File: src/rtl/edge_phase_detector_pkg.sv
// Shared types for the edge-triggered phase detector.
package edge_phase_detector_pkg;

    // Detector state: idle (floating), reference leading, feedback leading.
    typedef enum logic [1:0] {
        PD_IDLE = 2'd0,
        PD_UP   = 2'd1,
        PD_DN   = 2'd2
    } pd_state_e;

    // Number of compared inputs (reference, feedback).
    localparam int unsigned PD_NUM_IN = 2;
    localparam int unsigned PD_REF    = 0;
    localparam int unsigned PD_FB     = 1;

endpackage

File: src/rtl/pfd_edge_sync.sv
// pfd_edge_sync
// Brings one asynchronous input into the clk domain through STAGES flip-flops
// and flags the cycle in which a rising edge reaches the synchronized output.
// Assumes the input stays high and low for at least one clk period each.
module pfd_edge_sync #(
    parameter int unsigned STAGES = 2
) (
    input  logic clk,
    input  logic rst_n,
    input  logic async_i,
    output logic rise_o
);

    // chain[STAGES-1] is the synchronized level, chain[STAGES] its last value.
    logic [STAGES:0] chain_q;

    // Shift the input through the synchronizer and the edge history stage.
    always_ff @(posedge clk) begin
        if (!rst_n) begin
            chain_q <= '0;
        end else begin
            chain_q <= {chain_q[STAGES-1:0], async_i};
        end
    end

    // A rising edge is a synchronized 1 that followed a 0.
    assign rise_o = chain_q[STAGES-1] & ~chain_q[STAGES];

endmodule

File: src/rtl/pfd_state_core.sv
// pfd_state_core
// Three-state edge comparator. A reference edge seen while idle starts an up
// pulse. A feedback edge seen while idle starts a down pulse. An up pulse ends
// only on a feedback edge and a down pulse only on a reference edge. Further
// edges on the leading input leave the pulse running. Simultaneous edges while
// idle cancel out. Also counts the length of the active pulse, saturating.
module pfd_state_core
    import edge_phase_detector_pkg::*;
#(
    parameter int unsigned WIDTH_W = 8
) (
    input  logic               clk,
    input  logic               rst_n,
    input  logic               ref_rise_i,
    input  logic               fb_rise_i,
    output logic               up_o,
    output logic               dn_o,
    output logic               active_o,
    output logic [WIDTH_W-1:0] width_o
);

    localparam logic [WIDTH_W-1:0] WIDTH_MAX = {WIDTH_W{1'b1}};

    pd_state_e          state_q, state_d;
    logic [WIDTH_W-1:0] width_q;

    // Pick the next state from the current state and the two edge flags.
    always_comb begin
        state_d = state_q;
        unique case (state_q)
            PD_IDLE: begin
                if (ref_rise_i && !fb_rise_i) begin
                    state_d = PD_UP;
                end else if (fb_rise_i && !ref_rise_i) begin
                    state_d = PD_DN;
                end
            end
            PD_UP: begin
                if (fb_rise_i) begin
                    state_d = PD_IDLE;
                end
            end
            PD_DN: begin
                if (ref_rise_i) begin
                    state_d = PD_IDLE;
                end
            end
            default: state_d = PD_IDLE;
        endcase
    end

    // Hold the state register.
    always_ff @(posedge clk) begin
        if (!rst_n) begin
            state_q <= PD_IDLE;
        end else begin
            state_q <= state_d;
        end
    end

    // Count the cycles of the current pulse: 1 in its first cycle, saturating.
    always_ff @(posedge clk) begin
        if (!rst_n) begin
            width_q <= '0;
        end else if (state_d == PD_IDLE) begin
            width_q <= '0;
        end else if (state_q == PD_IDLE) begin
            width_q <= {{(WIDTH_W-1){1'b0}}, 1'b1};
        end else if (width_q != WIDTH_MAX) begin
            width_q <= width_q + 1'b1;
        end
    end

    assign up_o     = (state_q == PD_UP);
    assign dn_o     = (state_q == PD_DN);
    assign active_o = (state_q != PD_IDLE);
    assign width_o  = width_q;

endmodule

File: src/rtl/pfd_lock_monitor.sv
// pfd_lock_monitor
// Counts consecutive reference edges seen while no pulse has grown past the
// tolerance. Sets the lock flag once the count reaches the target. A pulse
// longer than the tolerance clears both the flag and the count at once.
// Assumes tol_i and lock_cnt_i are held steady while lock is being judged.
module pfd_lock_monitor #(
    parameter int unsigned WIDTH_W = 8,
    parameter int unsigned LOCK_W  = 8
) (
    input  logic               clk,
    input  logic               rst_n,
    input  logic               ref_rise_i,
    input  logic               active_i,
    input  logic [WIDTH_W-1:0] width_i,
    input  logic [WIDTH_W-1:0] tol_i,
    input  logic [LOCK_W-1:0]  lock_cnt_i,
    output logic               over_o,
    output logic               lock_o
);

    localparam logic [LOCK_W-1:0] CNT_MAX = {LOCK_W{1'b1}};

    logic [LOCK_W-1:0] cnt_q;
    logic [LOCK_W-1:0] cnt_inc;
    logic              lock_q;

    // Flag a pulse that has run longer than the tolerance.
    assign over_o  = active_i && (width_i > tol_i);
    // Count of good edges including this one, saturating.
    assign cnt_inc = (cnt_q == CNT_MAX) ? cnt_q : cnt_q + 1'b1;

    // Track consecutive good reference edges and the lock flag.
    always_ff @(posedge clk) begin
        if (!rst_n) begin
            cnt_q  <= '0;
            lock_q <= 1'b0;
        end else if (over_o) begin
            cnt_q  <= '0;
            lock_q <= 1'b0;
        end else if (ref_rise_i) begin
            cnt_q  <= cnt_inc;
            if (cnt_inc >= lock_cnt_i) begin
                lock_q <= 1'b1;
            end
        end
    end

    assign lock_o = lock_q;

endmodule

File: src/rtl/edge_phase_detector.sv
// edge_phase_detector
// Top of the edge-triggered tri-state phase detector. Synchronizes the
// reference and feedback inputs, compares their rising edges, drives the
// three-part charge-pump output and reports lock. Assumes both inputs are
// slower than clk / 2 so that each level lasts at least one clk period.
module edge_phase_detector
    import edge_phase_detector_pkg::*;
#(
    parameter int unsigned SYNC_STAGES = 2,
    parameter int unsigned WIDTH_W     = 8,
    parameter int unsigned LOCK_W      = 8
) (
    input  logic               clk,
    input  logic               rst_n,
    input  logic               ref_in,
    input  logic               fb_in,
    input  logic [WIDTH_W-1:0] tol_i,
    input  logic [LOCK_W-1:0]  lock_cnt_i,
    output logic               drive_hi_o,
    output logic               drive_lo_o,
    output logic               hiz_o,
    output logic               lock_o
);

    logic [PD_NUM_IN-1:0] raw_in;
    logic [PD_NUM_IN-1:0] rise;
    logic                 ref_rise;
    logic                 fb_rise;
    logic                 up;
    logic                 dn;
    logic                 active;
    logic                 over;
    logic [WIDTH_W-1:0]   width;

    assign raw_in[PD_REF] = ref_in;
    assign raw_in[PD_FB]  = fb_in;

    // One synchronizer and edge detector per compared input.
    for (genvar gi = 0; gi < PD_NUM_IN; gi++) begin : g_sync
        pfd_edge_sync #(
            .STAGES (SYNC_STAGES)
        ) sync_i (
            .clk     (clk),
            .rst_n   (rst_n),
            .async_i (raw_in[gi]),
            .rise_o  (rise[gi])
        );
    end

    assign ref_rise = rise[PD_REF];
    assign fb_rise  = rise[PD_FB];

    pfd_state_core #(
        .WIDTH_W (WIDTH_W)
    ) core_i (
        .clk        (clk),
        .rst_n      (rst_n),
        .ref_rise_i (ref_rise),
        .fb_rise_i  (fb_rise),
        .up_o       (up),
        .dn_o       (dn),
        .active_o   (active),
        .width_o    (width)
    );

    pfd_lock_monitor #(
        .WIDTH_W (WIDTH_W),
        .LOCK_W  (LOCK_W)
    ) lock_i (
        .clk        (clk),
        .rst_n      (rst_n),
        .ref_rise_i (ref_rise),
        .active_i   (active),
        .width_i    (width),
        .tol_i      (tol_i),
        .lock_cnt_i (lock_cnt_i),
        .over_o     (over),
        .lock_o     (lock_o)
    );

    // Charge-pump style output: source, sink, or float.
    assign drive_hi_o = up;
    assign drive_lo_o = dn;
    assign hiz_o      = ~(up | dn);

endmodule

File: config.mk
export PLATFORM = sky130hd
export DESIGN_NAME = edge_phase_detector
export DESIGN_NICKNAME = d
export VERILOG_FILES = /design/src/rtl/edge_phase_detector_pkg.sv /design/src/rtl/pfd_edge_sync.sv /design/src/rtl/pfd_state_core.sv /design/src/rtl/pfd_lock_monitor.sv /design/src/rtl/edge_phase_detector.sv
export SDC_FILE = /design/constraint.sdc
export NUM_CORES = 1
export LEC_CHECK = 0
export BUFFER_PORTS_ARGS = -buffer_cell sky130_fd_sc_hd__buf_2
export CAP_MARGIN = 20
export CORE_UTILIZATION = 35
export DETAILED_ROUTE_END_ITERATION = 10
export PLACE_DENSITY = 0.62
export SKIP_CTS_REPAIR_TIMING = 1
export SYNTH_ARGS = -nofsm -noshare
export SYNTH_HDL_FRONTEND = slang
export SYNTH_HIERARCHICAL = 1
export SYNTH_SLANG_ARGS = --single-unit
File: constraint.sdc
create_clock -name clk -period 4.7 [get_ports clk]
set_clock_uncertainty 0.15 [all_clocks]
set_input_delay 0.94 -clock clk [delete_from_list [all_inputs] [get_ports clk]]
set_output_delay 0.94 -clock clk [all_outputs]
set_load 0.01 [all_outputs]
Word-level counts from Yosys, hierarchy flattened
Cells that the tools add are included.

Bits of input ports: 20. Logic and storage cells: 43. Output and inout bits: 4. Bits in registers: 25.

$add $sub $neg: 2. Equal/unequal tests: 4. Reduce and logical (&&, ||, !) cells: 13. Bitwise gates (word level): 7. Mux-type cells: 8. Order comparisons: 2.

Operator list (count): 8-bit by 1-bit adder with 8-bit output (second input constant) (2); 8-bit == test (second input constant) (1); 8-bit greater-or-equal comparator (1); 8-bit greater-than comparator (1); 2-bit 2-to-1 mux (4); 8-bit 2-to-1 mux (1); 8-bit inequality test (second input constant) (1); 2-bit one-hot mux with 3 select lines (1); 2-bit logical NOT (2); 1-bit inverter (4); 2-bit nonzero test (2); 2-bit OR reduction (2); 1-bit logical AND (3); 3-bit OR reduction (1); 1-bit bitwise AND (2); 2-bit by 1-bit == test with 1-bit output (second input constant) (1); 2-bit == test (second input constant) (1); 1-bit logical NOT (2); 1-bit 2-to-1 mux (2); 2-bit AND reduction (1); 1-bit OR (1).

Longest topological paths before layout
Gate-level depths: netlist (run 1).

Depth in word-level cells: 9. Mapped depth: 11.

By module
The synthesis (run 1) kept the hierarchy.

By module, submodules not included: pfd_lock_monitor (times used 1, area each 949.7 um^2, seq. area each 180.2 um^2, cells an instance 113); pfd_state_core (times used 1, area each 523.0 um^2, seq. area each 200.2 um^2, cells an instance 61); pfd_edge_sync (times used 2, area each 92.6 um^2, seq. area each 60.1 um^2, cells an instance 7); edge_phase_detector (times used 1, area each 3.8 um^2, seq. area each 0.0 um^2, cells an instance 1).

Worst setup path after synthesis (run 1)
Ideal clock, no wire load.

Path type: register -> register. Start: register lock_i.cnt_q[0]. End: register lock_i.lock_q (netlist: lock_i/lock_o). Data arrival time: 2.120 ns. Stages on the path, launching flop included: 11. Buffers on the path: 1. Clock period less this slack: 2.402 ns. Path slack: 2.298 ns. Required time: 4.418 ns. Path through: dfxtp_1 > ha_1 > and2_1 > buf_4 > or2b_1 > mux2_4 > ha_1 > a41oi_1 > o21ai_0 > a21oi_1 > a21oi_1.

Word-level cells in the longest chain between the ends: 4. Elaborated cells between the ends (all ways): 5. Classes of those cells: add/sub: 1; order compare: 1; eq/ne: 1; mux: 1; reduce/logical: 1.

Ends and longest elaborated chain: from (decl) (RTL line pfd_lock_monitor.sv:23) `logic [LOCK_W-1:0] cnt_q;`; from (signal assigned) (RTL line pfd_lock_monitor.sv:41) `cnt_q <= cnt_inc;`; 8-bit by 1-bit adder with 8-bit output or 8-bit == test (tied branches) (RTL line pfd_lock_monitor.sv:30) `assign cnt_inc = (cnt_q == CNT_MAX) ? cnt_q : cnt_q + 1'b1;`; 8-bit 2-to-1 mux * (RTL line pfd_lock_monitor.sv:30); named net lock_i.cnt_inc[7] (RTL line pfd_lock_monitor.sv:24) `logic [LOCK_W-1:0] cnt_inc;`; 8-bit greater-or-equal comparator * (RTL line pfd_lock_monitor.sv:42) `if (cnt_inc >= lock_cnt_i) begin`; 2-bit AND reduction (no source line) *; to (signal assigned) (RTL line pfd_lock_monitor.sv:36) `lock_q <= 1'b0;`; to (signal assigned) (RTL line pfd_lock_monitor.sv:39) `lock_q <= 1'b0;`; to (signal assigned) (RTL line pfd_lock_monitor.sv:43) `lock_q <= 1'b1;`; to (decl) (RTL line pfd_lock_monitor.sv:25) `logic lock_q;`.

The timed path passes the listed nets; every way through them passes the cells marked *. A chain may end at the register's enable or synchronous reset.

Worst setup path in the final report (run 1)
Ends and elaborated chain as after synthesis.

==> results of run 1 <==
## cells in the final DEF (no fill, tap or decap), types with 2 or more instances in the layout
cell       n
a211oi_1   2
and4_1     4
and2_1     8
nor2b_1    3
clkbuf_8   3
buf_2     23
dfxtp_1   25
nand2_1    6
o21ai_0    7
nand4_1    5
mux2i_1    4
xnor2_1    3
ha_1      18
and4bb_2   3
nor2_1    15
nor3_1     7
nand2b_1   2
o31ai_1    2
inv_1     16
and3_1     2
mux2_2     3
nor2b_4    2
nand3_1    9
a31oi_1    4
a21oi_1   12
xor2_1     5
## sequential cells by signal, summed over array words and instances (netlist names)
name,count
core_i/width_o,8
g_sync.sync_i/chain_q,6
lock_i/lock_o,1
core_i/state_q,2
lock_i/cnt_q,8
## metal layers
layer  part of all wire (%)  global-route usage (%)  up-vias
met3                    2.8                   2.991        2
met2                     45                   21.37       20
met4                   0.72                   3.556        0
met5                      0                       0        -
li1                       -                       -      717
met1                     52                   16.89      596
## worst max-delay path by stage
stage	startpoint	endpoint	slack, ns
6_report	lock_i/cnt_q[0]$_SDFFE_PP0P_	lock_i/lock_o$_SDFFE_PP0P_	2.15
5_1_grt	lock_i/cnt_q[0]$_SDFFE_PP0P_	lock_i/lock_o$_SDFFE_PP0P_	1.92
4_1_cts	lock_i/cnt_q[0]$_SDFFE_PP0P_	lock_i/lock_o$_SDFFE_PP0P_	2.10
3_5_place_dp	tol_i[5]	lock_i/cnt_q[2]$_SDFFE_PP0P_	2.10
3_3_place_gp	tol_i[7]	lock_i/cnt_q[2]$_SDFFE_PP0P_	2.09
2_1_floorplan	lock_i/cnt_q[0]$_SDFFE_PP0P_	lock_i/lock_o$_SDFFE_PP0P_	2.30
## cell type report
class	count	area (sq um)	share of cell area, %
Multi-Input combinational cell	142	1055	57.31
Inverter	16	60.06	3.263
Timing Repair Buffer	23	115.1	6.254
Sequential cell	25	500.5	27.19
Tap cell	52	65.06	3.535
Clock buffer	4	45.04	2.447
## power groups by stage
stage | Clock, mW | Sequential [mW] | Combinational [mW]
floorplan | 0 | 0.224 | 0.0282
global route | 0.135 | 0.222 | 0.0488
detailed placement | 0 | 0.226 | 0.0430
CTS | 0.129 | 0.221 | 0.0431
global placement | 0 | 0.226 | 0.0421
finish | 0.123 | 0.221 | 0.0421
## worst max-delay path, delay by kind of cell (launching register included)
kind | cells | cell delay (ns)
AO/OA/AOI/OAI | 3 | 0.45
adder cells (fa/ha/maj) | 2 | 0.51
flip-flops | 1 | 0.45
multiplexers | 1 | 0.32
AND/OR/NAND/NOR | 3 | 0.54
==> flow_summary.toml, run 1 <==
[setup_path]
ff2ff_path_depth = 9
crit_type = "reg -> reg"
ff2ff_setup_slack_ns = 2.15
required_ns = 4.69
startpoint_type = "flop"
cp_cell_sequence = "ha_1, and2_1, nand3_1, mux2_2, ha_1, a21oi_1, nor2b_1, o31ai_1, a21oi_1"
reg2reg_from = "lock_i/cnt_q[0]$_SDFFE_PP0P_"
cp_max_fo = 7
cp_slowest_cell = "dfxtp_1"
crit_path_end_kind = "flop"
worstReg2RegEnd = "lock_i/lock_o$_SDFFE_PP0P_"
slowest_delay_ns = 0.45
cp.arrival_ns = 2.54

[clock_tree]
clk_pin_slew_ns = 0.08
clockRootBuffer = "clkbuf_8"
htree_levels = 1
numCtsBuffers = 3
cts_sinks = 25
insertion_delay_ns = 0.26
clock_path_buffers = 2
cts_tree = "built"

[global_route]
antenna_found_initial = 0
overflow = 0
grt_max_degree = 14
grt_pass1_wl_mm = 5.319
gr-usage-all-layers_pct = 12.91
grt_pass1_vias = 1212

[layout]
fin_cells = 262
post-route-cell-area_sq_mm = 0.001841
fill_cells = 452
drive_gt1_share_pct = 19.52
postLayoutCoreUtil_pct = 41.41
nets = 249
diodes = 0
synthToLayoutAreaGrowth_pct = 11.02

[timing]
hold_ws_ns = 0.2879
fmax_ghz = 0.3923
rsz0062_at_grt = "false"
slew_headroom_pct = 72.74
fin_crit_ns = 2.549
tns_ns = 0
layout_setup_ws_ns = 2.151
finalSetupViolCount = 0
drv_slew = 0
hold_viol = 0
worst_pin_slew_ns = 0.4088
fin_crit_sh_pct = 54.24

[routing]
vias = 1335
wl_mm = 2.917
drt_iter0_drc = 68
ant_nets = 0
wl_per_cell_um = 11.13
drc_errors = 0
drt-pass1-iter-count = 6
via_per_inst = 5.095

[run_status]
status = "complete, no violations"

[logic_synthesis]
synthCells = 188
avgSynthCellArea_sq_um = 8.818
syn_area_sq_mm = 0.001658
synth_warnings = 6
syn_nets = 226

[floorplan]
io_pins = 24
row_count = 24
coreArea_sq_mm = 0.004444
dieArea_sq_mm = 0.005016
die-height_um = 70.83
die_x_um = 70.83
start_util_pct = 37.30

[hold_path]
worstHoldPathCells = 1
hold_class = "reg -> reg"
min_to = "g_sync[0].sync_i/chain_q[1]$_SDFF_PN0_"
hp-start = "g_sync[0].sync_i/chain_q[0]$_SDFF_PN0_"

[power]
power.density_mw_per_mm2 = 209.4
netSwitchingPower_mw = 0.08703
vdd_drop_max_mv = 0.1307
combinationalPowerShare_pct = 10.9
switching_share_pct = 22.58
seq_power_share_pct = 57.3
p_total_mw = 0.3853
pwr-share-clk_pct = 31.8
intPower_mw = 0.2983
p_leak_nw = 0.8220

[job]
cap_violations = 0

[placement]
gp_congestion = 0.7856
dp.cells = 258
place.port_buffers = 23
hpwl_mm = 2.317
dpl_worst_slack_ns = 2.103
placed_cell_area_sq_mm = 0.001795
(Power assumes the default switching activity.)
==> run 2: changes to the inputs <==
- ABC_AREA: unset -> 1
- clock period: 4.7 -> 2.5 ns (I/O delays scaled with it)
==> run 2 against run 1 <==
Net effect: power is 90% higher; global-route usage increased by 0.69 points; final cell count rose by 36%; synthesized cell count rose by 39%; fmax rose by 18%; critical endpoint unchanged; routed wire length up 7.0%; combinational power grew 96%; critical path depth up 3; largest cell class unchanged.
==> flow_summary.toml, run 2 <==
[run_status]
status = "complete, no violations"

[timing]
worst_pin_slew_ns = 0.3718
drv_slew = 0
finalSetupViolCount = 0
fin_crit_sh_pct = 86.18
rsz0062_at_grt = "false"
hold_viol = 0
fmax_ghz = 0.4641
slew_headroom_pct = 75.19
tns_ns = 0
fin_crit_ns = 2.155

[power]
p_total_mw = 0.7311
power.density_mw_per_mm2 = 374.3
pwr-share-clk_pct = 32.3
vdd_drop_max_mv = 0.2508
intPower_mw = 0.5558
p_leak_nw = 1.054
seq_power_share_pct = 56.4
combinationalPowerShare_pct = 11.3
netSwitchingPower_mw = 0.1753
switching_share_pct = 23.97

[setup_path]
ff2ff_path_depth = 12
cp.arrival_ns = 2.16
ff2ff_setup_slack_ns = 0.35
startpoint_type = "flop"
worstSetupEndpoint = "lock_i/lock_o$_SDFFE_PP0P_"
reg2reg_from = "lock_i/cnt_q[0]$_SDFFE_PP0P_"
setup.worst_path.start = "lock_i/cnt_q[0]$_SDFFE_PP0P_"
cp_max_fo = 5
worstReg2RegEnd = "lock_i/lock_o$_SDFFE_PP0P_"
required_ns = 2.50
crit_type = "reg -> reg"
crit_path_end_kind = "flop"

[global_route]
grt_pass1_wl_mm = 5.623
overflow = 0
gr-usage-all-layers_pct = 13.60
grt_pass1_vias = 1336
antenna_found_initial = 0
grt_max_degree = 14

[clock_tree]
cts_tree = "built"
clk_pin_slew_ns = 0.08
htree_levels = 1
clockRootBuffer = "clkbuf_8"
insertion_delay_ns = 0.27
numCtsBuffers = 3
clock_path_buffers = 2
cts_sinks = 25

[layout]
diodes = 0
synthToLayoutAreaGrowth_pct = 14.02
postLayoutCoreUtil_pct = 41.35
mostFrequentLayoutCell = "nand2_1"
nets = 328
drive_gt1_share_pct = 15.22
final_cell_mix = "67 x nand2_1, 56 x inv_1, 29 x nor2_1, 25 x dfxtp_1, 23 x buf_2"
fill_cells = 499

[floorplan]
dieArea_sq_mm = 0.005178
die-height_um = 71.96
io_pins = 24
row_count = 25
die_x_um = 71.96
start_util_pct = 36.26
coreArea_sq_mm = 0.004723

[placement]
gp_congestion = 0.8217
hpwl_mm = 2.523
place.port_buffers = 23

[logic_synthesis]
synthCells = 262
syn_nets = 300
synth_warnings = 6
avgSynthCellArea_sq_um = 6.538
syn_area_sq_mm = 0.001713

[routing]
drt_iter0_drc = 83
via_per_inst = 4.309
drc_errors = 0
ant_nets = 0
wl_per_cell_um = 8.764
vias = 1534
drt-pass1-iter-count = 4
wl_mm = 3.120

[hold_path]
hold_class = "in -> reg"

[job]
cap_violations = 0
-- run 2: worst min path at each step --
stage                                                start                                      to  slack, ns  cells after the start
floorplan           g_sync[0].sync_i/chain_q[0]$_SDFF_PN0_  g_sync[0].sync_i/chain_q[1]$_SDFF_PN0_       0.24                      2
global placement    g_sync[0].sync_i/chain_q[0]$_SDFF_PN0_  g_sync[0].sync_i/chain_q[1]$_SDFF_PN0_       0.24                      2
detailed placement  g_sync[1].sync_i/chain_q[0]$_SDFF_PN0_  g_sync[1].sync_i/chain_q[1]$_SDFF_PN0_       0.25                      2
CTS                                                  fb_in  g_sync[1].sync_i/chain_q[0]$_SDFF_PN0_       0.25                      3
global route                                        ref_in  g_sync[0].sync_i/chain_q[0]$_SDFF_PN0_       0.25                      3
finish                                               fb_in  g_sync[1].sync_i/chain_q[0]$_SDFF_PN0_       0.26                      3
-- run 2: final cells by class --
cell class	instances	area (sq um)	share of cell area (%)
inverter	57	215.2	11.02
timing repair buffer	24	122.6	6.278
clock buffer	4	45.04	2.306
tap	67	83.83	4.292
sequential	25	500.5	25.62
multi-input combinational	179	985.9	50.48
-- run 2: per-layer routing --
metal  share of wire, %  GRT usage (%)  vias up
met5                  0              0        -
met4                1.4          4.575        0
met3                2.7          2.917        4
met2                 46          24.21       18
met1                 49          16.25      658
li1                   -              -      854
-- run 2: through the flow --
step | hold WS [ns] | cells | setup WS, ns | instance area (sq um)
floorplan | 0.2400 | 262 | 0.5181 | 1713
global placement | 0.2427 | 352 | 0.4005 | 1908
detailed placement | 0.2476 | 352 | 0.3541 | 1908
CTS | 0.2527 | 356 | 0.3359 | 1953
global route | 0.2508 | 356 | 0.1102 | 1953
finish | 0.2581 | 356 | 0.3454 | 1953
-- run 2: worst max-delay path, stage by stage (launching register included) --
cell and delay [ns]:
dfxtp_1 0.40, ha_1 0.24, nand2_2 0.11, nor2_4 0.13
nand2_1 0.13, nand3_1 0.11, and2_1 0.13, ha_1 0.23
a21oi_1 0.15, o21a_1 0.12, nand2_1 0.05, nand2_1 0.05
a21oi_1 0.05
-- run 2: power groups by stage --
stage | Clock, mW | Sequential, mW | Combinational (mW)
floorplan | 0 | 0.420 | 0.0559
global placement | 0 | 0.422 | 0.0823
finish | 0.236 | 0.413 | 0.0827
global route | 0.269 | 0.414 | 0.0981
CTS | 0.249 | 0.413 | 0.0849
detailed placement | 0 | 0.422 | 0.0846
